## src/rtl/audrx_pkg.sv

```systemverilog
package audrx_pkg;

  localparam int SAMPLE_W = 24;

  // Framing description derived from the 3-bit format code
  typedef struct packed {
    logic       lead_skip;    // one idle bit before the MSB
    logic       msb_at_start; // word is anchored to the start of the half-frame
    logic [4:0] bits;         // word length in bits
  } frame_cfg_t;

  function automatic frame_cfg_t decode_fmt(input logic [2:0] code);
    frame_cfg_t c;
    case (code)
      3'd0:    c = '{lead_skip: 1'b0, msb_at_start: 1'b0, bits: 5'd16};
      3'd1:    c = '{lead_skip: 1'b0, msb_at_start: 1'b0, bits: 5'd20};
      3'd2:    c = '{lead_skip: 1'b0, msb_at_start: 1'b0, bits: 5'd24};
      3'd3:    c = '{lead_skip: 1'b0, msb_at_start: 1'b1, bits: 5'd24};
      3'd4:    c = '{lead_skip: 1'b1, msb_at_start: 1'b1, bits: 5'd16};
      3'd5:    c = '{lead_skip: 1'b1, msb_at_start: 1'b1, bits: 5'd24};
      3'd6:    c = '{lead_skip: 1'b1, msb_at_start: 1'b1, bits: 5'd20};
      default: c = '{lead_skip: 1'b0, msb_at_start: 1'b1, bits: 5'd20};
    endcase
    return c;
  endfunction

endpackage

```

## src/rtl/audrx_fmt_dec.sv

```systemverilog
module audrx_fmt_dec
  import audrx_pkg::*;
(
  input  logic [2:0] fmt_i,
  output frame_cfg_t cfg_o
);

  always_comb begin
    cfg_o = decode_fmt(fmt_i);
  end

endmodule

```

## src/rtl/audrx_capture.sv

```systemverilog
module audrx_capture
  import audrx_pkg::*;
#(
  parameter int W     = SAMPLE_W,
  parameter int IDX_W = 6
) (
  input  logic         clk_i,
  input  logic         rst_ni,
  input  logic         sdata_i,
  input  logic         edge_i,
  input  frame_cfg_t   cfg_i,
  output logic [W-1:0] word_o
);

  localparam int SH_W = $clog2(W + 1);
  localparam logic [IDX_W-1:0] IDX_MAX = {IDX_W{1'b1}};

  logic [W-1:0]     hist_q, hist_d;
  logic [W-1:0]     cap_q, cap_d;
  logic [IDX_W-1:0] idx_q, idx_d;
  logic             cap_en;
  logic [IDX_W-1:0] cur_idx;
  logic [IDX_W:0]   win_lo, win_hi, cur_ext;
  logic [W-1:0]     src;
  logic [SH_W-1:0]  shamt;

  // Position of the bit sampled at this edge within its half-frame
  always_comb begin
    cur_idx = edge_i ? '0 : idx_q;
    cur_ext = {1'b0, cur_idx};
    win_lo  = (IDX_W+1)'(cfg_i.lead_skip);
    win_hi  = win_lo + (IDX_W+1)'(cfg_i.bits);
    cap_en  = cfg_i.msb_at_start && (cur_ext >= win_lo) && (cur_ext < win_hi);
  end

  always_comb begin
    hist_d = {hist_q[W-2:0], sdata_i};
    cap_d  = cap_en ? {cap_q[W-2:0], sdata_i} : cap_q;
    if (edge_i)                idx_d = IDX_W'(1);
    else if (idx_q == IDX_MAX) idx_d = idx_q;
    else                       idx_d = idx_q + 1'b1;
  end

  always_ff @(posedge clk_i or negedge rst_ni) begin
    if (!rst_ni) begin
      hist_q <= '0;
      cap_q  <= '0;
      idx_q  <= '0;
    end else begin
      hist_q <= hist_d;
      cap_q  <= cap_d;
      idx_q  <= idx_d;
    end
  end

  // Word of the half-frame that ends at this edge, moved to the top bits
  always_comb begin
    src    = cfg_i.msb_at_start ? cap_q : hist_q;
    shamt  = SH_W'(W) - SH_W'(cfg_i.bits);
    word_o = src << shamt;
  end

endmodule

```

## src/rtl/audrx_framer.sv

```systemverilog
module audrx_framer
  import audrx_pkg::*;
#(
  parameter int W = SAMPLE_W
) (
  input  logic         clk_i,
  input  logic         rst_ni,
  input  logic         lrck_i,
  input  logic         lr_pol_i,
  input  logic [W-1:0] word_i,
  output logic         edge_o,
  output logic [W-1:0] left_o,
  output logic [W-1:0] right_o,
  output logic         valid_o
);

  logic         lrck_q, primed_q, synced_q, have_left_q, valid_q;
  logic         synced_d, have_left_d, valid_d;
  logic [W-1:0] hold_q, hold_d, left_q, left_d, right_q, right_d;
  logic         prev_left, store_left, emit;

  always_comb begin
    edge_o      = primed_q && (lrck_i != lrck_q);
    prev_left   = lrck_q ^ lr_pol_i;
    store_left  = edge_o && synced_q && prev_left;
    emit        = edge_o && synced_q && !prev_left && have_left_q;
    synced_d    = synced_q || edge_o;
    hold_d      = store_left ? word_i : hold_q;
    if (store_left) have_left_d = 1'b1;
    else if (emit)  have_left_d = 1'b0;
    else            have_left_d = have_left_q;
    valid_d     = emit;
    left_d      = emit ? hold_q : left_q;
    right_d     = emit ? word_i : right_q;
  end

  always_ff @(posedge clk_i or negedge rst_ni) begin
    if (!rst_ni) begin
      lrck_q      <= 1'b0;
      primed_q    <= 1'b0;
      synced_q    <= 1'b0;
      have_left_q <= 1'b0;
      valid_q     <= 1'b0;
      hold_q      <= '0;
      left_q      <= '0;
      right_q     <= '0;
    end else begin
      lrck_q      <= lrck_i;
      primed_q    <= 1'b1;
      synced_q    <= synced_d;
      have_left_q <= have_left_d;
      valid_q     <= valid_d;
      hold_q      <= hold_d;
      left_q      <= left_d;
      right_q     <= right_d;
    end
  end

  assign left_o  = left_q;
  assign right_o = right_q;
  assign valid_o = valid_q;

endmodule

```

## src/rtl/serial_audio_rx.sv

```systemverilog
module serial_audio_rx
  import audrx_pkg::*;
#(
  parameter int SLOT_CNT_W = 6
) (
  input  logic                bclk_i,
  input  logic                rst_ni,
  input  logic                lrck_i,
  input  logic                sdata_i,
  input  logic [2:0]          fmt_i,
  input  logic                lr_pol_i,
  output logic [SAMPLE_W-1:0] left_o,
  output logic [SAMPLE_W-1:0] right_o,
  output logic                valid_o
);

  frame_cfg_t          cfg;
  logic                edge_hit;
  logic [SAMPLE_W-1:0] word;

  audrx_fmt_dec u_dec (
    .fmt_i (fmt_i),
    .cfg_o (cfg)
  );

  audrx_capture #(.W(SAMPLE_W), .IDX_W(SLOT_CNT_W)) u_cap (
    .clk_i   (bclk_i),
    .rst_ni  (rst_ni),
    .sdata_i (sdata_i),
    .edge_i  (edge_hit),
    .cfg_i   (cfg),
    .word_o  (word)
  );

  audrx_framer #(.W(SAMPLE_W)) u_frm (
    .clk_i    (bclk_i),
    .rst_ni   (rst_ni),
    .lrck_i   (lrck_i),
    .lr_pol_i (lr_pol_i),
    .word_i   (word),
    .edge_o   (edge_hit),
    .left_o   (left_o),
    .right_o  (right_o),
    .valid_o  (valid_o)
  );

endmodule

```

## config.mk

```make
export PLATFORM = sky130hd
export DESIGN_NAME = serial_audio_rx
export DESIGN_NICKNAME = d
export VERILOG_FILES = /design/src/rtl/audrx_pkg.sv /design/src/rtl/audrx_fmt_dec.sv /design/src/rtl/audrx_capture.sv /design/src/rtl/audrx_framer.sv /design/src/rtl/serial_audio_rx.sv
export SDC_FILE = /design/constraint.sdc
export NUM_CORES = 1
export LEC_CHECK = 0
export CORE_MARGIN = 2
export CORE_UTILIZATION = 51
export CTS_CLUSTER_DIAMETER = 120
export DETAILED_ROUTE_END_ITERATION = 12
export HOLD_SLACK_MARGIN = 0.03
export PLACE_DENSITY = 0.75
export SYNTH_ARGS = -nofsm -noshare
export SYNTH_HDL_FRONTEND = slang
export SYNTH_SLANG_ARGS = --single-unit
```

## constraint.sdc

```tcl
create_clock -name bclk_i -period 2.7 [get_ports bclk_i]
set_input_delay 0.27 -clock bclk_i [delete_from_list [all_inputs] [get_ports bclk_i]]
set_output_delay 0.27 -clock bclk_i [all_outputs]
set_load 0.05 [all_outputs]
```

== After elaboration in Yosys (flattened, before gate mapping) ==
Index checks and enable logic that the tools add are counted.
Word-level totals
  logic and storage cells: 45
  input port bits: 8
  output and inout bits: 49
  bits in registers: 131
Operators by class
  equal/unequal tests: 9
  $add $sub $neg: 3
  bitwise logic cells: 1
  order comparisons: 2
  reductions and logical operators: 11
  shift operators: 1
  mux-type cells: 7
Operators by type and width (count)
  7-bit one-hot mux with 7 select lines: 1
  24-bit 2-to-1 mux: 1
  24-bit by 5-bit << shifter with 24-bit output: 1
  6-bit 2-to-1 mux: 3
  3-bit == test, second input constant: 3
  1-bit logical AND: 7
  6-bit by 7-bit < comparator with 1-bit output: 1
  1-bit by 5-bit adder with 6-bit output: 1
  6-bit by 1-bit adder with 6-bit output, second input constant: 1
  3-bit by 2-bit == test with 1-bit output, second input constant: 2
  6-bit == test, second input constant: 1
  6-bit by 1-bit >= comparator with 1-bit output: 1
  5-bit subtractor, first input constant: 1
  3-bit by 1-bit == test with 1-bit output, second input constant: 1
  3-bit logical NOT: 1
  1-bit 2-to-1 mux: 2
  2-bit by 1-bit != test with 1-bit output, second input constant: 1
  2-bit nonzero test: 1
  1-bit logical NOT: 1
  1-bit logical OR: 1
  1-bit != test: 1
  1-bit XOR: 1

== Depth between registers and ports, before layout ==
  depth after elaboration: 7
  gate-level depth with buffers: 10
  mapped depth without buffers: 8

== By module ==
A second synthesis with hierarchy kept.
Second synthesis, totals
  cell total of the unflattened synthesis: 829
  area, all modules: 8633.3 µm²
By module, submodules not included
  audrx_framer: times used 1, cells an instance 487, area an instance 4842.1 µm², seq. area each 1926.8 µm²
  audrx_capture: times used 1, cells an instance 330, area an instance 3717.3 µm², seq. area each 1351.3 µm²
  audrx_fmt_dec: times used 1, cells an instance 12, area an instance 73.8 µm², seq. area each 0.0 µm²

== Least setup slack after synthesis ==
OpenSTA, ideal clock, no wires.
  path kind: in2reg
  start point: in fmt_i[2]
  end point: reg u_cap.cap_q[10]
  arrival time: 2.607 ns
  library setup time: 0.125 ns
  setup slack: -0.032 ns
  data required time: 2.575 ns
  path buffers: 3
  cell stages on the path: 10
  path through: buf_2 > nor3_1 > clkbuf_1 > nor2_1 > ha_1 > o211ai_1 > a31oi_1 > a221oi_4 > buf_6 > mux2_2
Between the ends
  cells in the longest elaborated chain, start to end: 5
  elaborated cells on any way between the ends: 13
  classes of those cells: 1 x add/sub; 2 x order compare; 6 x eq/ne; 1 x mux; 3 x reduce/logical
Ends and longest elaborated chain
  start: declaration: line serial_audio_rx.sv:10  | input logic [2:0] fmt_i,
  3-bit == test, or another cell as far along: line audrx_pkg.sv:14  | case (code)
  7-bit one-hot mux with 7 select lines (*): line audrx_pkg.sv:14
  1-bit by 5-bit adder with 6-bit output / 6-bit by 1-bit >= comparator with 1-bit output (equally long branches): line audrx_capture.sv:32, audrx_capture.sv:33
  6-bit by 7-bit < comparator with 1-bit output / 1-bit logical AND (equally long branches): line audrx_capture.sv:33  | cap_en = cfg_i.msb_at_start && (cur_ext >= win_lo) && (cur_ext < win_hi);
  1-bit logical AND (*): line audrx_capture.sv:33
  end signal: assignment: line audrx_capture.sv:51  | cap_q <= cap_d;
  end: declaration: line audrx_capture.sv:19  | logic [W-1:0] cap_q, cap_d;
Every way passes the cells marked *; elsewhere a longest branch is shown, timed or not.
A chain may end at the register's enable or synchronous reset.

== Worst setup path in the final report ==
  start point: reg u_frm.lrck_q
  end point: reg u_cap.cap_q[14]
Between the ends
  cells in the longest elaborated chain, start to end: 6
  elaborated cells on any way between the ends: 7
  classes of those cells: 2 x order compare; 1 x eq/ne; 1 x mux; 3 x reduce/logical
Ends and longest elaborated chain
  start: declaration: line audrx_framer.sv:17  | logic lrck_q, primed_q, synced_q, have_left_q, valid_q;
  start signal: assignment: line audrx_framer.sv:48  | lrck_q <= lrck_i;
  1-bit != test (*): line audrx_framer.sv:23  | edge_o = primed_q && (lrck_i != lrck_q);
  1-bit logical AND (*): line audrx_framer.sv:23
  6-bit 2-to-1 mux (*): line audrx_capture.sv:29  | cur_idx = edge_i ? '0 : idx_q;
  6-bit by 1-bit >= comparator with 1-bit output: line audrx_capture.sv:33
  1-bit logical AND: line audrx_capture.sv:33
  1-bit logical AND (*): line audrx_capture.sv:33
Marked as above.

==> results summary <==
The setup violation total in the final timing report came out at 0. The analysis attributes to net switching a power of 0.00341 W. The final total negative setup slack is 0 ps. The category of cells accounting for the largest share of critical-path delay is compound AO/OA/AOI/OAI gates.

Setup repair after global routing left no endpoint under its margin. Synthesis produced a netlist whose cell count is 497. The dominant register cell in the synthesized netlist is sky130_fd_sc_hd__dfrtp_1. The number of cells on the worst reg-to-reg path is 10.

The run finished with clean final reports. The floorplan row count came out at 39. The number of different library cells used by synthesis comes to 49. The number of antenna violations at the first check in global routing was 0. The first TritonRoute pass finished after 5 iterations.

The number of antenna repair diodes is 0. The slew of the pin with the lowest slew margin is 713 ps. The number of global-route vias before repair came to 4430. The library cell occupying the most area in the post-synthesis netlist is sky130_fd_sc_hd__dfrtp_1. The end-of-flow core utilization came out at 65.6%. The number of I/O pins came out at 57. The critical path goes through xor2_2 > nand2_2 > and2_1 > ha_1 > o211ai_1 > a31oi_1 > a221oi_4 > buf_4 > buf_12 > mux2_2. The number of stages on the worst hold path is 1. In this run the worst path has a maximum fanout of 11. The netlist area before placement is 5890 um^2. The peak ir drop on the vdd network came out at 0.829 mV. Summing over every cut layer, the via total after detailed routing is 4310. The post-route fraction of the period consumed by the critical path came out at 94.8%. On the critical path, the stage with the largest delay is an instance of sky130_fd_sc_hd__dfrtp_2.

The min-delay analysis places its worst path in the category input pin to register. The number of nets handed over by synthesis was 509. The post-detailed-route via-to-cell ratio came out at 5.91. For the worst setup path, the data arrival time is 2850 ps. The worst reg2reg path startpoint is u_frm.lrck_q$_DFF_PN0_. The worst max-slew margin expressed relative to the limit came out at 52.5%.

The area of the core is 11300 um^2. The global placement routability congestion is 0.888. The leading cell type in the layout, fill and taps excluded is sky130_fd_sc_hd__dfrtp_1. The remaining design rule violation count is 0. The number of placed instances, taps included, is 693.

The worst reg2reg path endpoint is u_cap.cap_q[14]$_DFFE_PN0P_. The share of total power dissipated in sequential elements is 36.0%. The residual overflow from global routing is 0.

The proportion of netlist area held by the largest area contributor is 55.7%. The number of enable flip-flop cells after synthesis came out at 0. The die height came out at 111 um. The aggregate global-route resource usage is 23.8%. The initial standard-cell utilization of the core is 52.0%. Cell internal power was estimated by the tool at 0.00559 W.

TritonCTS built the clock tree. The cell sitting at the root of the clock tree is a sky130_fd_sc_hd__clkbuf_16. For flop-to-flop paths, the worst setup slack is 140 ps. The growth of design area from synthesis to finish came out at 26.1%. The number of synthesis warnings is 0. The area enclosed by the die boundary is 12400 um^2. The global-route wire length before repair came out at 23100 um. The standard cell area after detailed placement is 6730 um^2. The register clock-pin slew on the reported worst setup and hold paths is 50 ps. The finished cells cover 7420 um^2. Power spread over the standard cell area amounts to 1210 nW/um^2.

The maximum root-to-sink buffer count came out at 2. The die is 111 um wide. The worst endpoint required time is 2990 ps. The fraction of registers with async set or reset after synthesis is 100%.

The worst clock skew came out at 9.50 ps. The post-layout instance count excluding filler cells is 729. In the layout the commonest cells are sky130_fd_sc_hd__dfrtp_1 (130), sky130_fd_sc_hd__mux2_2 (63), sky130_fd_sc_hd__clkdlybuf4s50_1 (55), sky130_fd_sc_hd__a21oi_1 (35), sky130_fd_sc_hd__nand2_1 (32). The worst setup path is of the register to register kind. Max-cap violations in this run came to 0. The share of final-layout standard cells stronger than drive strength 1 is 23.7%.

The count of antenna-violating nets left after detailed routing is 0. The largest stage delay on the critical path is 440 ps. Combinational logic burns 37.0% of the power.

The sequential element share of the synthesized area came out at 55.7%. The count of buffers from port buffering is 56. The violation count after the first detailed-route iteration is 546. The top achievable clock speed came out at 391 MHz. Of the total power, the clock network draws 27.1%.

The worst setup path is captured at a register. In this run the most critical hold path is launched from sdata_i. The switching fraction of total power is 37.9%.

The clock latency on the worst-skew pair came out at 410 ps. The smallest clock period supported by the final layout is computed as 2560 ps. STA classifies the critical path startpoint as a register. The final-stage net count came out at 585.

The count of final hold-check violations was 0. The HPWL after detailed placement is 9630 um. After synthesis, the cell types taking the most area are sky130_fd_sc_hd__dfrtp_1 (56%), sky130_fd_sc_hd__mux2_2 (12%), sky130_fd_sc_hd__a21oi_1 (3.0%), sky130_fd_sc_hd__mux2i_1 (2.2%), sky130_fd_sc_hd__nand2_1 (2.0%). The clock net in this run drives a total of 131 sinks. The leakage power figure came out at 3.22 nW. The wire length per cell came out at 19.4 um.

After detailed routing, the total wire length is 14100 um. For hold timing, the worst endpoint is u_cap.hist_q[0]$_DFF_PN0_. The total count of max-transition violations in the final report came out at 0.

The maximum number of pins on one net before global-route repair came out at 55. The per-instance average area after synthesis is 11.8 um^2. The critical path contains buffers and inverters numbering 2 combined. The number of register bits inferred by synthesis is 131. The total CTS buffers came out at 17. The number of levels in the clock H-tree came out at 4.
==> final cells by class <==
type	count	area, um^2
fillers	834	3900
flip-flops and latches	131	3280
multi-input cells	318	2400
repair buffers	90	875
clock buffers	23	478
well taps	143	179
clock inverters	9	151
inverters	15	56.3
==> routing by layer <==
| layer | part of all wire [%] | vias up | routed length (um) | GRT usage, % |
|---|---|---|---|---|
| met1 | 45 | 2203 | 6420 | 33.7 |
| met5 | 0 | - | 0 | 0 |
| met3 | 5.1 | 15 | 716 | 5.12 |
| met2 | 49 | 126 | 6870 | 37.3 |
| met4 | 1.0 | 0 | 146 | 7.33 |
| li1 | - | 1966 | - | - |
==> worst max-delay path by stage <==
stage	start	endpoint	cells after the start	slack (ps)
after floorplan	fmt_i[2]	u_cap.cap_q[10]$_DFFE_PN0P_	10	40
final	u_frm.lrck_q$_DFF_PN0_	u_cap.cap_q[14]$_DFFE_PN0P_	10	140
after global routing	u_frm.lrck_q$_DFF_PN0_	u_cap.cap_q[15]$_DFFE_PN0P_	10	5
after CTS	u_frm.lrck_q$_DFF_PN0_	u_cap.cap_q[14]$_DFFE_PN0P_	9	130
after global placement	lrck_i	u_cap.cap_q[20]$_DFFE_PN0P_	10	-120
after detailed placement	lrck_i	u_cap.cap_q[20]$_DFFE_PN0P_	10	-200
==> Yosys cell counts (all sizes together) (2+ instances only) <==
cell type,n
inv,15
o211ai,3
a222oi,6
buf,12
a21oi,36
dfrtp,131
and2,5
nor2,20
a221o,4
ha,4
a31oi,14
o21ai,21
clkbuf,21
a32oi,8
a22o,4
nor2b,5
mux2i,13
xnor2,3
mux2,67
nand2,33
o21bai,4
nor3b,7
nand3,9
a211oi,8
a21boi,2
nand2b,11
a21o,6
nor3,3
a22oi,6
a221oi,7
==> worst register-to-register path: stages, from the launching register on <==
cell                       delay (ps)
sky130_fd_sc_hd__dfrtp_2          440
sky130_fd_sc_hd__xor2_2           200
sky130_fd_sc_hd__nand2_2          110
sky130_fd_sc_hd__and2_1           190
sky130_fd_sc_hd__ha_1             290
sky130_fd_sc_hd__o211ai_1         190
sky130_fd_sc_hd__a31oi_1           90
sky130_fd_sc_hd__a221oi_4         260
sky130_fd_sc_hd__buf_4            190
sky130_fd_sc_hd__buf_12           140
sky130_fd_sc_hd__mux2_2           330
==> state kept, by name (all words and copies together), names as in the netlist <==
| signal | flops |
|---|---|
| u_cap.cap_q | 24 |
| u_cap.hist_q | 24 |
| u_frm.hold_q | 24 |
| u_frm.left_o | 24 |
| u_frm.right_o | 24 |
| u_cap.idx_q | 6 |
| u_frm.have_left_q | 1 |
| u_frm.lrck_q | 1 |
| u_frm.primed_q | 1 |
| u_frm.synced_q | 1 |
| u_frm.valid_o | 1 |
==> power groups by stage <==
stage	clock network, W	logic, W	registers [W]
2_1_floorplan	0	0.00111	0.00423
3_3_place_gp	0	0.00320	0.00322
3_5_place_dp	0	0.00329	0.00326
4_1_cts	0.00247	0.00332	0.00323
5_1_grt	0.00256	0.00352	0.00333
6_report	0.00243	0.00333	0.00324
==> through the flow <==
| step | power [W] | setup slack [ps] | hold WS [ps] |
|---|---|---|---|
| after floorplan | 0.00533 | 40.1 | -25.6 |
| after global placement | 0.00642 | -118 | 342 |
| after detailed placement | 0.00655 | -199 | 349 |
| after CTS | 0.00902 | 130 | 327 |
| after global routing | 0.00941 | 4.90 | 329 |
| final | 0.00900 | 139 | 328 |
==> kinds of logic after synthesis <==
| group | after synthesis | share of synthesized area [%] |
|---|---|---|
| fa+ha+maj | 4 | 0.850 |
| mux | 80 | 15.2 |
| xor+xnor | 4 | 0.723 |
| buf+inv | 48 | 3.74 |
| flops | 131 | 55.7 |
| other cells | 1 | 0.0637 |
| compound gates | 131 | 15.4 |
| simple gates | 98 | 8.29 |
==> repair_timing <==
item	CTS	global route
buffers inserted	0	1
endpoints found under the hold margin	48	0
endpoints found under the setup margin	0	8
hold buffers	1	0
resized for setup	0	2
No activity file was read; power rests on OpenSTA's default activity.
